## config.mk

```make
export PLATFORM = sky130hd
export DESIGN_NAME = fb_echo
export DESIGN_NICKNAME = d
export VERILOG_FILES = /design/src/rtl/fb_echo.sv
export SDC_FILE = /design/constraint.sdc
export NUM_CORES = 2
export LEC_CHECK = 0
export ABC_CLOCK_PERIOD_IN_PS = 14300
export BUFFER_PORTS_ARGS = -buffer_cell sky130_fd_sc_hd__buf_2
export CAP_MARGIN = 15
export CORE_ASPECT_RATIO = 0.6
export CORE_UTILIZATION = 55
export DETAILED_ROUTE_END_ITERATION = 10
export PLACE_DENSITY = 0.73
export SLEW_MARGIN = 5
export SYNTH_ARGS = -nofsm -noshare
export SYNTH_HDL_FRONTEND = slang
export SYNTH_SLANG_ARGS = --single-unit
```

## constraint.sdc

```tcl
create_clock -name clk -period 14.3 [get_ports clk]
set_clock_uncertainty 0.1 [all_clocks]
set_input_delay 2.86 -clock clk [delete_from_list [all_inputs] [get_ports clk]]
set_output_delay 2.86 -clock clk [all_outputs]
set_load 0.02 [all_outputs]
```

## src/rtl/fb_echo.sv

```systemverilog
module fb_echo #(
  parameter int DW    = 16,
  parameter int AW    = 8,
  parameter int GW    = 16,
  parameter int GMAX  = 30720,
  parameter int GSTEP = 2048
) (
  input  logic                 clk,
  input  logic                 rst_n,
  input  logic                 smp_vld,
  input  logic signed [DW-1:0] smp_in,
  input  logic                 dly_ld,
  input  logic                 dly_inc,
  input  logic                 dly_dec,
  input  logic [AW-1:0]        dly_val,
  input  logic                 gain_ld,
  input  logic                 gain_inc,
  input  logic                 gain_dec,
  input  logic signed [GW-1:0] gain_val,
  output logic signed [DW-1:0] echo_out,
  output logic                 echo_vld
);
  localparam int DEPTH = 1 << AW;
  localparam logic [AW-1:0] DMAX = AW'(DEPTH - 1);
  localparam logic [AW-1:0] DMIN = AW'(1);
  localparam logic signed [GW+1:0] GHI = (GW+2)'(GMAX);
  localparam logic signed [GW+1:0] GLO = -(GW+2)'(GMAX);
  localparam logic signed [GW+1:0] GST = (GW+2)'(GSTEP);
  localparam logic signed [DW+1:0] YHI = (DW+2)'((1 << (DW-1)) - 1);
  localparam logic signed [DW+1:0] YLO = -(DW+2)'(1 << (DW-1));

  logic signed [DW-1:0] ring [DEPTH];
  logic [DEPTH-1:0]     filled;
  logic [AW-1:0]        wptr, dly_q, raddr, dly_nx;
  logic signed [GW-1:0] gain_q;
  logic signed [GW+1:0] g_wide, g_ld, g_up, g_dn, g_nx;

  // tap, feedback product and saturated sum
  logic signed [DW-1:0]    tap;
  logic signed [GW+DW-1:0] prod;
  logic signed [DW:0]      fb;
  logic signed [DW+1:0]    sum;
  logic signed [DW-1:0]    y_nx;

  assign raddr = wptr - dly_q;
  assign tap   = filled[raddr] ? ring[raddr] : '0;
  assign prod  = gain_q * tap;
  assign fb    = (DW+1)'(prod >>> (GW-1));
  assign sum   = {{2{smp_in[DW-1]}}, smp_in} + {fb[DW], fb};
  assign y_nx  = (sum > YHI) ? YHI[DW-1:0] :
                 (sum < YLO) ? YLO[DW-1:0] : sum[DW-1:0];

  // gain register: load / step, clamped below unity
  assign g_wide = {{2{gain_q[GW-1]}}, gain_q};
  assign g_ld   = {{2{gain_val[GW-1]}}, gain_val};
  assign g_up   = g_wide + GST;
  assign g_dn   = g_wide - GST;

  always_comb begin
    if (gain_ld)       g_nx = (g_ld > GHI) ? GHI : (g_ld < GLO) ? GLO : g_ld;
    else if (gain_inc) g_nx = (g_up > GHI) ? GHI : g_up;
    else if (gain_dec) g_nx = (g_dn < GLO) ? GLO : g_dn;
    else               g_nx = g_wide;
  end

  // delay register: load / step, kept in 1..DEPTH-1
  always_comb begin
    if (dly_ld)       dly_nx = (dly_val == '0) ? DMIN : dly_val;
    else if (dly_inc) dly_nx = (dly_q == DMAX) ? DMAX : dly_q + 1'b1;
    else if (dly_dec) dly_nx = (dly_q == DMIN) ? DMIN : dly_q - 1'b1;
    else              dly_nx = dly_q;
  end

  always_ff @(posedge clk) begin
    if (!rst_n) begin
      gain_q <= '0;
      dly_q  <= DMIN;
    end else begin
      gain_q <= g_nx[GW-1:0];
      dly_q  <= dly_nx;
    end
  end

  always_ff @(posedge clk) begin
    if (!rst_n) begin
      wptr     <= '0;
      filled   <= '0;
      echo_out <= '0;
      echo_vld <= 1'b0;
    end else begin
      echo_vld <= smp_vld;
      if (smp_vld) begin
        wptr         <= wptr + 1'b1;
        filled[wptr] <= 1'b1;
        echo_out     <= y_nx;
      end
    end
  end

  always_ff @(posedge clk) begin
    if (smp_vld) ring[wptr] <= y_nx;
  end


  vld_follow_chk: assert property (@(posedge clk) disable iff (!rst_n)
    smp_vld |=> echo_vld);

  idle_hold_chk: assert property (@(posedge clk) disable iff (!rst_n)
    !smp_vld |=> (!echo_vld && $stable(echo_out) && $stable(wptr)));

  ptr_step_chk: assert property (@(posedge clk) disable iff (!rst_n)
    smp_vld |=> wptr == AW'($past(wptr) + 1'b1));

  gain_range_chk: assert property (@(posedge clk) disable iff (!rst_n)
    (gain_q <= GMAX) && (gain_q >= -GMAX));

  dly_range_chk: assert property (@(posedge clk) disable iff (!rst_n)
    dly_q != '0);

  gain_ld_chk: assert property (@(posedge clk) disable iff (!rst_n)
    (gain_ld && gain_val >= 0 && gain_val <= GMAX) |=> gain_q == $past(gain_val));
endmodule

```

==> impl_metrics.csv <==
group,metric,value,unit
setup_path,critPathLaunch,"dly_q[0]",
sta,fin_tns_setup,0,ns
setup_path,start_kind,"flop",
status,outcome,"completed",
sta,fmax,0.07056,GHz
detailed_routing,drc,0,
run,drv_cap,0,
cts,cts.path.max_buffers,4,
cts,cts_buffers,383,
finish,layout_commonest_cell,"edfxtp_1",
cts,htreeDepth,5,
placement,pre_cts_slack,-0.4789,ns
synthesis,synth-seq-cells,4401,
finish,synthToLayoutAreaGrowth,13.44,%
finish,fin_nets,11090,
hold_path,worstHoldStart,"filled[110]",
synthesis,synth_top_cell_area_share,67.60,%
synthesis,synth_area_leaders,"edfxtp_1 68%, mux4_2 13%, dfxtp_1 3.4%, fa_1 2.9%, nand2_1 2.4%",
floorplanning,row_count,163,
synthesis,synth_flop_cell,"edfxtp_1",
floorplanning,die-area,333200,µm²
cts,cts_sinks,4401,
placement,hpwlAfterDp,337100,µm
grt,grt_max_degree,108,
floorplanning,dieHeight,447.5,µm
synthesis,synth_area,182000,µm²
grt,grt.total_usage,32.21,%
placement,numPlacedInstances,14630,
hold_path,hp-class,"flop to flop",
synthesis,synth_warnings,0,
cts,cts_tree,"yes",
detailed_routing,wl_per_cell,35.11,µm
floorplanning,io_pins,66,
detailed_routing,dr.pass1.iters,6,
sta,tightest_slew,1.276,ns
finish,stdcell_count,15370,
setup_path,worstPathMaxFanout,96,
placement,portBuffers,65,
setup_path,cp.arrival,14.62,ns
sta,slew_headroom,14.95,%
finish,design_area,206400,µm²
detailed_routing,ant_nets,0,
grt,grt_pass1_vias,100800,
detailed_routing,vias_per_cell,6.790,
synthesis,synth_edf_count,4096,
cts,cts_root_buf,"clkbuf_16",
detailed_routing,vias,104400,
floorplanning,start_util,55.31,%
grt,gr-total-overflow,0,
placement,place_congestion,0.9512,
sta,period_needed,14.17,ns
grt,antenna_found_initial,30,
setup_path,critical_path_class,"flop to flop",
setup_path,required,14.75,ns
sta,period_share,99.11,%
placement,dpl_cell_area,193300,µm²
detailed_routing,drt_wl_total,539800,µm
setup_path,crit_slowest_cell,"fa_4",
floorplanning,die_w,744.5,µm
setup_path,critPathMostFrequentCell,"buf_4",
hold_path,whs_path_depth,1,
synthesis,avgSynthCellArea,18.16,µm²
synthesis,synthArstFlopShare,0,%
sta,setup_viol,0,
setup_path,cp-end-kind,"flop",
finish,drive_above_1_share,24.72,%
synthesis,synthesis.instances,10020,
setup_path,reg2reg_depth,50,
setup_path,cpPeakStageDelay,0.82,ns
synthesis,ys_types,83,
setup_path,worstReg2RegStart,"dly_q[0]",
cts,path_clk_slew,0.07,ns
synthesis,yosys.area.top_type,"edfxtp_1",
sta,fin_ws,0.1272,ns
floorplanning,coreArea,329000,µm²
sta,hold_violations,0,
sta,slew_violations,0,
synthesis,seq_area_frac_synth,70.95,%
cts,clk_latency,0.99,ns
finish,layout_common_cells,"4096 x edfxtp_1, 1178 x nand2_1, 1084 x mux4_2, 643 x buf_4, 392 x clkbuf_16",
synthesis,syn_nets,10450,
detailed_routing,first_iter_violations,17360,
grt,grt_pass1_wl,755700,µm
-- final timing paths --
kind | slack [ns] | endpoint
hold / removal | 0.36 | filled[110]
setup reg to reg | 0.13 | ring[9][8]
hold reg to reg | 0.36 | filled[110]
setup / recovery | 0.13 | ring[9][8]
-- layer usage --
layer / wire length (µm) / share of wire (%) / up-vias / global-route usage, %
li1: - / - / 40710 / -
met1: 203900 / 38 / 54320 / 47.88
met2: 222400 / 41 / 8310 / 43.00
met3: 95790 / 18 / 1028 / 14.12
met4: 17180 / 3.2 / 36 / 9.645
met5: 609 / 0.11 / - / 0.6967
-- flip-flops by register name, summed over array words and instances, names as in the netlist --
signal,flops
dly_q,8
echo_out,16
echo_vld,1
filled,256
gain_q,16
ring,4096
wptr,8
-- stage by stage --
step,hold slack (ns),util [%]
2_1_floorplan,0.3354,-
6_report,0.3609,62.74
4_1_cts,0.3641,62.60
3_5_place_dp,0.3478,58.75
3_3_place_gp,0.3401,58.73
5_1_grt,0.3749,62.73
-- synthesized netlist by cell type (18+ instances only) --
cell type  instances
buf_1             36
nand4_1           18
inv_1            346
ha_1             115
nor3_1            24
dfxtp_1          305
a31oi_1           19
mux2i_1           58
nand2_1         1181
nor2_1           325
o311ai_0          22
and3_1           161
a311oi_1         174
fa_1             263
and2_1           120
buf_2            196
xor2_1            18
o21ai_0           63
edfxtp_1        4096
buf_4             84
clkbuf_1         288
o21a_1           267
a21oi_1           72
nand3_1          328
nor2b_1           32
a311o_1           60
a21o_1            18
xnor2_1           30
mux4_2          1084
-- critical path, delay by kind of cell, from the launching register on --
kind                       cells  cell delay (ns)
DFF                            1             0.52
muxes                          1             0.26
AOI/OAI and AO/OA             11             3.09
xor gates and xnor gates       1             0.23
buffers and inverters         16             2.69
adders and majority gates     10             4.34
and+or+nand+nor               11             2.33
-- cell type report --
| class | count | area (µm²) |
|---|---|---|
| sequential | 4401 | 129100 |
| clock inverter | 202 | 2042 |
| inverter | 347 | 1374 |
| timing repair buffer | 883 | 8534 |
| tap | 4372 | 5470 |
| fill | 22130 | 122600 |
| antenna | 21 | 52.55 |
| clock buffer | 497 | 10480 |
| multi-input combinational | 4651 | 49350 |
-- cells by family (layout without fill, tap and decap cells) --
family                     Yosys count  after routing  share of synthesized area [%]
AOI/OAI and AO/OA                  829            829                          3.516
other                                0             21                              0
adders and majority gates          379            379                          3.690
muxes                             1158           1158                          13.84
xor gates and xnor gates            50             50                         0.2489
buffers and inverters              966           1929                          2.363
and+or+nand+nor                   2235           2235                          5.392
DFF                               4401           4401                          70.95
-- what timing repair did --
| item | 4_1_cts | 5_1_grt |
|---|---|---|
| gates resized for setup | 2 | 65 |
| pin swaps | 3 | 3 |
| endpoints found under the setup margin | 3809 | 3850 |
| setup buffers | 10 | 7 |
| cloned | 0 | 1 |
| hold endpoints to repair | 0 | 0 |
| hold buffers | 0 | 0 |
Power is left out: the tool's default activity adds up to more than one toggle a clock period on the data nets, which glitch-free logic cannot reach.
